File: config.mk
export PLATFORM = sky130hd
export DESIGN_NAME = regbank_top
export DESIGN_NICKNAME = d
export VERILOG_FILES = /design/src/rtl/regbank_pkg.sv /design/src/rtl/regbank_mode_dec.sv /design/src/rtl/regbank_slot_map.sv /design/src/rtl/regbank_store.sv /design/src/rtl/regbank_top.sv
export SDC_FILE = /design/constraint.sdc
export NUM_CORES = 2
export LEC_CHECK = 0
export BUFFER_PORTS_ARGS = -buffer_cell sky130_fd_sc_hd__buf_2
export CAP_MARGIN = 40
export CORE_ASPECT_RATIO = 0.8
export CORE_MARGIN = 5
export CORE_UTILIZATION = 55
export DETAILED_ROUTE_END_ITERATION = 16
export PLACE_DENSITY_LB_ADDON = 0.25
export SYNTH_ARGS = -nofsm -noshare
export SYNTH_HDL_FRONTEND = slang
export SYNTH_HIERARCHICAL = 1
export SYNTH_SLANG_ARGS = --single-unit
File: constraint.sdc
create_clock -name clk -period 4.9 [get_ports clk]
set_input_delay 0.735 -clock clk [delete_from_list [all_inputs] [get_ports clk]]
set_output_delay 0.735 -clock clk [all_outputs]
set_load 0.02 [all_outputs]
File: src/rtl/regbank_pkg.sv
package regbank_pkg;

  // Mode codes presented on mode_i.
  localparam logic [4:0] MODE_USR = 5'h10;
  localparam logic [4:0] MODE_FIQ = 5'h11;
  localparam logic [4:0] MODE_IRQ = 5'h12;
  localparam logic [4:0] MODE_SVC = 5'h13;
  localparam logic [4:0] MODE_ABT = 5'h17;
  localparam logic [4:0] MODE_UND = 5'h1B;
  localparam logic [4:0] MODE_SYS = 5'h1F;

  // Register view selected by a mode. The order is fixed: the four lowest
  // views equal the mode code with its top bit cleared.
  typedef enum logic [2:0] {
    BK_USR = 3'd0,
    BK_FIQ = 3'd1,
    BK_IRQ = 3'd2,
    BK_SVC = 3'd3,
    BK_ABT = 3'd4,
    BK_UND = 3'd5
  } bank_e;

endpackage

File: src/rtl/regbank_mode_dec.sv
module regbank_mode_dec
  import regbank_pkg::*;
(
  input  logic [4:0] mode_i,
  output bank_e      bank_o,
  output logic       valid_o,
  output logic       has_sv_o,
  output logic [2:0] sv_idx_o
);

  always_comb begin
    bank_o   = BK_USR;
    valid_o  = 1'b1;
    has_sv_o = 1'b1;
    case (mode_i)
      MODE_USR, MODE_FIQ, MODE_IRQ, MODE_SVC:
        bank_o = bank_e'({1'b0, mode_i[1:0]});
      MODE_ABT: bank_o = BK_ABT;
      MODE_UND: bank_o = BK_UND;
      MODE_SYS: bank_o = BK_USR;
      default: begin
        valid_o  = 1'b0;
        has_sv_o = 1'b0;
      end
    endcase
    if (bank_o == BK_USR) has_sv_o = 1'b0;
  end

  // Saved-status words are numbered from the fast-interrupt view upward.
  assign sv_idx_o = 3'(bank_o) - 3'd1;

endmodule

File: src/rtl/regbank_slot_map.sv
module regbank_slot_map
  import regbank_pkg::*;
#(
  parameter int NUM_LOG = 15,
  parameter int FIQ_LO  = 8,
  parameter int BANK_LO = 13,
  parameter int IDX_W   = 4,
  parameter int SLOT_W  = 5
) (
  input  bank_e              bank_i,
  input  logic [IDX_W-1:0]   idx_i,
  output logic [SLOT_W-1:0]  slot_o,
  output logic               hit_o
);

  localparam int FIQ_CNT   = NUM_LOG - FIQ_LO;
  localparam int PAIR_CNT  = NUM_LOG - BANK_LO;
  localparam int FIQ_BASE  = NUM_LOG;
  localparam int PAIR_BASE = FIQ_BASE + FIQ_CNT;

  int s;

  always_comb begin
    hit_o = (int'(idx_i) < NUM_LOG);
    s     = int'(idx_i);
    if (bank_i == BK_FIQ && int'(idx_i) >= FIQ_LO) begin
      s = FIQ_BASE + int'(idx_i) - FIQ_LO;
    end else if (bank_i != BK_USR && bank_i != BK_FIQ && int'(idx_i) >= BANK_LO) begin
      s = PAIR_BASE + (int'(bank_i) - 2) * PAIR_CNT + int'(idx_i) - BANK_LO;
    end
    slot_o = s[SLOT_W-1:0];
  end

endmodule

File: src/rtl/regbank_store.sv
module regbank_store #(
  parameter int DATA_W = 32,
  parameter int DEPTH  = 30,
  parameter int NRD    = 2,
  localparam int AW    = (DEPTH > 1) ? $clog2(DEPTH) : 1
) (
  input  logic                       clk,
  input  logic                       rst_n,
  input  logic                       we_i,
  input  logic [AW-1:0]              wa_i,
  input  logic [DATA_W-1:0]          wd_i,
  input  logic [NRD-1:0][AW-1:0]     ra_i,
  output logic [NRD-1:0][DATA_W-1:0] rd_o
);

  logic [DATA_W-1:0] mem [DEPTH];

  for (genvar e = 0; e < DEPTH; e++) begin : g_word
    always_ff @(posedge clk or negedge rst_n) begin
      if (!rst_n)                           mem[e] <= '0;
      else if (we_i && wa_i == AW'(e))      mem[e] <= wd_i;
    end
  end

  for (genvar p = 0; p < NRD; p++) begin : g_rd
    assign rd_o[p] = (int'(ra_i[p]) < DEPTH) ? mem[ra_i[p]] : '0;
  end

endmodule

File: src/rtl/regbank_top.sv
module regbank_top
  import regbank_pkg::*;
#(
  parameter int DATA_W  = 32,
  parameter int NUM_LOG = 15,
  parameter int FIQ_LO  = 8,
  parameter int BANK_LO = 13,
  localparam int IDX_W  = $clog2(NUM_LOG + 1)
) (
  input  logic              clk,
  input  logic              rst_n,
  input  logic [4:0]        mode_i,
  input  logic [IDX_W-1:0]  rd_a_idx,
  output logic [DATA_W-1:0] rd_a_data,
  input  logic [IDX_W-1:0]  rd_b_idx,
  output logic [DATA_W-1:0] rd_b_data,
  input  logic              wr_en,
  input  logic [IDX_W-1:0]  wr_idx,
  input  logic [DATA_W-1:0] wr_data,
  input  logic              sv_rd_req,
  output logic [DATA_W-1:0] sv_rd_data,
  input  logic              sv_wr_en,
  input  logic [DATA_W-1:0] sv_wr_data,
  output logic              mode_err
);

  localparam int FIQ_CNT  = NUM_LOG - FIQ_LO;
  localparam int PAIR_CNT = NUM_LOG - BANK_LO;
  localparam int N_SLOTS  = NUM_LOG + FIQ_CNT + 4 * PAIR_CNT;
  localparam int SLOT_W   = $clog2(N_SLOTS);
  localparam int N_SV     = 5;
  localparam int SV_W     = $clog2(N_SV);
  localparam int N_PORT   = 3;   // 0: read A, 1: read B, 2: write

  bank_e       bank;
  logic        mode_ok;
  logic        has_sv;
  logic [2:0]  sv_idx;

  regbank_mode_dec u_dec (
    .mode_i   (mode_i),
    .bank_o   (bank),
    .valid_o  (mode_ok),
    .has_sv_o (has_sv),
    .sv_idx_o (sv_idx)
  );

  logic [N_PORT-1:0][IDX_W-1:0]  log_idx;
  logic [N_PORT-1:0][SLOT_W-1:0] phys;
  logic [N_PORT-1:0]             hit;

  assign log_idx = {wr_idx, rd_b_idx, rd_a_idx};

  for (genvar p = 0; p < N_PORT; p++) begin : g_map
    regbank_slot_map #(
      .NUM_LOG (NUM_LOG),
      .FIQ_LO  (FIQ_LO),
      .BANK_LO (BANK_LO),
      .IDX_W   (IDX_W),
      .SLOT_W  (SLOT_W)
    ) u_map (
      .bank_i (bank),
      .idx_i  (log_idx[p]),
      .slot_o (phys[p]),
      .hit_o  (hit[p])
    );
  end

  logic [1:0][DATA_W-1:0] gp_raw;
  logic                   gp_we;

  assign gp_we = wr_en && mode_ok && hit[2];

  regbank_store #(
    .DATA_W (DATA_W),
    .DEPTH  (N_SLOTS),
    .NRD    (2)
  ) u_gp (
    .clk   (clk),
    .rst_n (rst_n),
    .we_i  (gp_we),
    .wa_i  (phys[2]),
    .wd_i  (wr_data),
    .ra_i  (phys[1:0]),
    .rd_o  (gp_raw)
  );

  assign rd_a_data = (mode_ok && hit[0]) ? gp_raw[0] : '0;
  assign rd_b_data = (mode_ok && hit[1]) ? gp_raw[1] : '0;

  logic [0:0][DATA_W-1:0] sv_raw;
  logic [0:0][SV_W-1:0]   sv_ra;
  logic                   sv_we;

  assign sv_ra[0] = sv_idx[SV_W-1:0];
  assign sv_we    = sv_wr_en && has_sv;

  regbank_store #(
    .DATA_W (DATA_W),
    .DEPTH  (N_SV),
    .NRD    (1)
  ) u_sv (
    .clk   (clk),
    .rst_n (rst_n),
    .we_i  (sv_we),
    .wa_i  (sv_idx[SV_W-1:0]),
    .wd_i  (sv_wr_data),
    .ra_i  (sv_ra),
    .rd_o  (sv_raw)
  );

  assign sv_rd_data = has_sv ? sv_raw[0] : '0;
  assign mode_err   = !mode_ok || (!has_sv && (sv_rd_req || sv_wr_en));

endmodule

==> results.py <==
metrics = {
    "run_status": {
        "outcome": "finished with violations",
        "violated_checks": "setup timing",
    },
    "worst_setup_path": {
        "cp_slowest_cell": "sky130_fd_sc_hd__fa_1",
        "path_class": "input pin to primary output",
        "r2r_cells": 1,
        "r2r_end": "u_gp/mem[571]$_DFFE_PN0P_",
        "cp_data_arrival_time_ns": 4.35,
        "path_max_fanout": 8,
        "cp_slowest_stage_delay_ns": 0.55,
        "setup.worst_path.start_class": "input pin",
        "critical_path.endpoint_type": "primary output",
        "crit_family": "compound AO/OA/AOI/OAI gates",
        "critical_path_required_ns": 4.16,
        "ff_to_ff_start": "u_gp/mem[571]$_DFFE_PN0P_",
        "worst-path-buf-inv": 6,
        "timing.critical_path.cells": "buf_8 > or2b_1 > nand3_2 > nor2_4 > ha_4 > ha_4 > inv_2 > fa_1 > nand2_2 > a31o_4 > buf_12 > buf_12 > buf_16 > nand4b_1 > o211ai_1 > a211o_1 > a222oi_1 > o21ai_1 > and3_1 > buf_6",
        "regToRegSetupSlack_ns": 4.06,
    },
    "routing": {
        "vias": 42383,
        "antenna_left": 0,
        "viasPerCell": 6.85,
        "detail_route.first_pass.iterations": 8,
        "drt_first_iter_violations": 4236,
        "detail_route.wirelength_mm": 198,
        "drt_wl_cell_um": 32.0,
        "remaining_drc_errors": 0,
    },
    "placement": {
        "gp_congestion": 0.890,
        "dp_hpwl_mm": 122,
        "io_buffers": 182,
    },
    "yosys": {
        "async_flop_share_pct": 100,
        "synth_edf_count": 0,
        "ys.flop_type": "sky130_fd_sc_hd__dfrtp_1",
        "synth_area_mm2": 0.0610,
        "avgSynthCellArea_um2": 14.4,
        "synth_cell_types": 62,
        "yosysWarningCount": 6,
        "synthesized_flop_and_latch_total": 1120,
        "synth-seq-area-share_pct": 46.0,
        "mapped_cells": 4247,
        "syn_nets": 4365,
    },
    "layout": {
        "area_delta_synth_final_pct": 20.7,
        "n_fill_cell": 7604,
        "layout.nets": 4768,
        "final_layout_size_suffix_gt1_share_pct": 57.7,
        "mostFrequentLayoutCells": "sky130_fd_sc_hd__mux2_2, sky130_fd_sc_hd__dfrtp_1, sky130_fd_sc_hd__mux4_2",
        "final_util_pct": 66.7,
    },
    "sta": {
        "max_freq_mhz": 196,
        "finalMaxSlewViolations": 0,
        "final-setup-viol-count": 56,
        "post-route-period-util_pct": 104,
        "report.final.hold_viol_count": 0,
        "timing.setup.tns_ns": -3.80,
        "finalWorstSetupSlack_ns": -0.189,
        "slew-limit-headroom_pct": 35.4,
        "period_minus_slack_ns": 5.09,
        "tightest_slew_ns": 0.969,
        "rsz_0062_raised_after_global_routing": "yes",
        "timing.clock.skew_ns": 0,
    },
    "global_routing": {
        "antenna_found_initial": 8,
        "grt_start_max_net_pins": 99,
        "grt.total_usage_pct": 33.1,
        "grt_pass1_wl_mm": 290,
        "grt_remaining_overflow": 0,
        "vias_in_the_first_global_route": 42840,
    },
    "cts": {
        "clockRootBuffer": "sky130_fd_sc_hd__clkbuf_16",
        "worst_skew_pair.late_latency_ns": 0.75,
        "cts.path.max_buffers": 3,
        "number_of_cts_inserted_buffers": 112,
        "tritoncts_clock_tree": "done",
        "clk_pin_slew_ns": 0.06,
        "clock-sinks": 1120,
        "htree_num_levels": 3,
    },
    "pwr": {
        "cellPowerDensity_mw_per_mm2": 331,
        "static-leakage-power_uw": 0.0347,
        "max-vdd-ir-drop_v": 0.000327,
    },
    "job": {
        "max_cap_viol_count": 0,
    },
    "floorplanning": {
        "number_of_primary_i_o_pins": 183,
        "die_ht_um": 308,
        "floorplan.die_area_mm2": 0.118,
        "core_area_mm2": 0.110,
        "die_w_um": 382,
        "placement_rows": 109,
        "initial_core_util_pct": 55.3,
    },
    "worst_hold_path": {
        "min-delay-path-class": "input pin to asynchronous set/reset pin",
    },
}
-- layer usage --
layer,GRT usage [%],up-vias,share of wire (%)
met2,48.8,2279,44
met4,10.3,8,3.8
met1,48.4,22597,40
met3,9.06,479,12
li1,-,17020,-
met5,0,-,0.027
-- how the worst max path moves through the flow --
stage,from,endpoint,slack [ns],cells past startpoint
final,mode_i[3],rd_b_data[21],-0.19,20
after global routing,mode_i[3],rd_b_data[21],-0.27,20
after CTS,mode_i[3],rd_b_data[21],-0.12,20
after detailed placement,mode_i[2],rd_a_data[7],-0.55,19
after global placement,mode_i[3],rd_a_data[29],-0.58,18
after floorplan,mode_i[2],rd_b_data[11],0.008,15
-- synth_stat cells (all sizes together) (4+ instances only) --
cell,number,area [um2]
mux2,1200,13500
dfrtp,1120,28000
mux4,446,10000
buf,260,1540
mux2i,166,1660
clkbuf,165,626
nor2,125,482
a21oi,89,479
nand2,81,304
and3,70,438
inv,45,169
o21ai,41,205
a22oi,39,293
and2,38,238
a221o,35,350
nor3,34,175
a221oi,32,280
ha,26,325
a211oi,24,180
nor2b,23,144
nand3,21,105
or3,20,125
o211ai,17,143
o22ai,17,106
nand2b,14,95.1
a31oi,10,62.6
o31ai,10,75.1
a211o,7,61.3
xor2,7,61.3
a222oi,6,60.1
fa,6,120
nand4b,6,52.6
or2,5,31.3
a21o,4,30.0
xnor2,4,35.0
-- report_power, final --
group / leakage (uW) / switching, uW / internal, uW
combinational: 0.0174 / 2110 / 2430
sequential: 0.0153 / 620 / 10000
clock: 0.00194 / 3850 / 5340
-- area by class of cell --
cell class	count	area (um2)	area share, %
clock inverter	39	534	0.726
clock buffer	167	3380	4.59
tap	1443	1810	2.45
antenna	4	10.0	0.0136
timing repair buffer	713	7560	10.3
multi-input combinational	2658	32100	43.6
sequential	1120	28000	38.1
inverter	45	189	0.257
-- per-stage QoR --
stage | cell area [um2] | total power [uW] | cells | hold WS, ns | setup WS [ns]
2_1_floorplan | 61000 | 13200 | 4247 | 0.439 | 0.00818
6_report | 73600 | 24400 | 6189 | 0.0839 | -0.189
4_1_cts | 72000 | 24100 | 6126 | 0.0940 | -0.122
3_5_place_dp | 66400 | 14800 | 5864 | 0.472 | -0.552
3_3_place_gp | 66300 | 14700 | 5860 | 0.466 | -0.580
5_1_grt | 73600 | 25200 | 6187 | 0.123 | -0.274
-- registers in the layout, indices dropped and copies added (netlist names) --
signal / flops
u_gp/mem: 960
u_sv/mem: 160
-- kinds of logic after synthesis --
family                   share of synthesized area (%)
AO/OA/AOI/OAI                                     4.07
XOR/XNOR                                         0.158
adder cells (fa/ha/maj)                          0.731
buffers and inverters                             3.83
flip-flops                                        46.0
multiplexers                                      41.4
AND/OR/NAND/NOR                                   3.88
-- what timing repair did --
action                     in CTS  in global routing
hold buffers                    0                  0
resized for setup             228                244
setup endpoints to repair      64                 64
setup buffers                  46                 57
cloned                         11                  7
pin swaps                      53                 93
No activity file was read; power rests on OpenSTA's default activity.
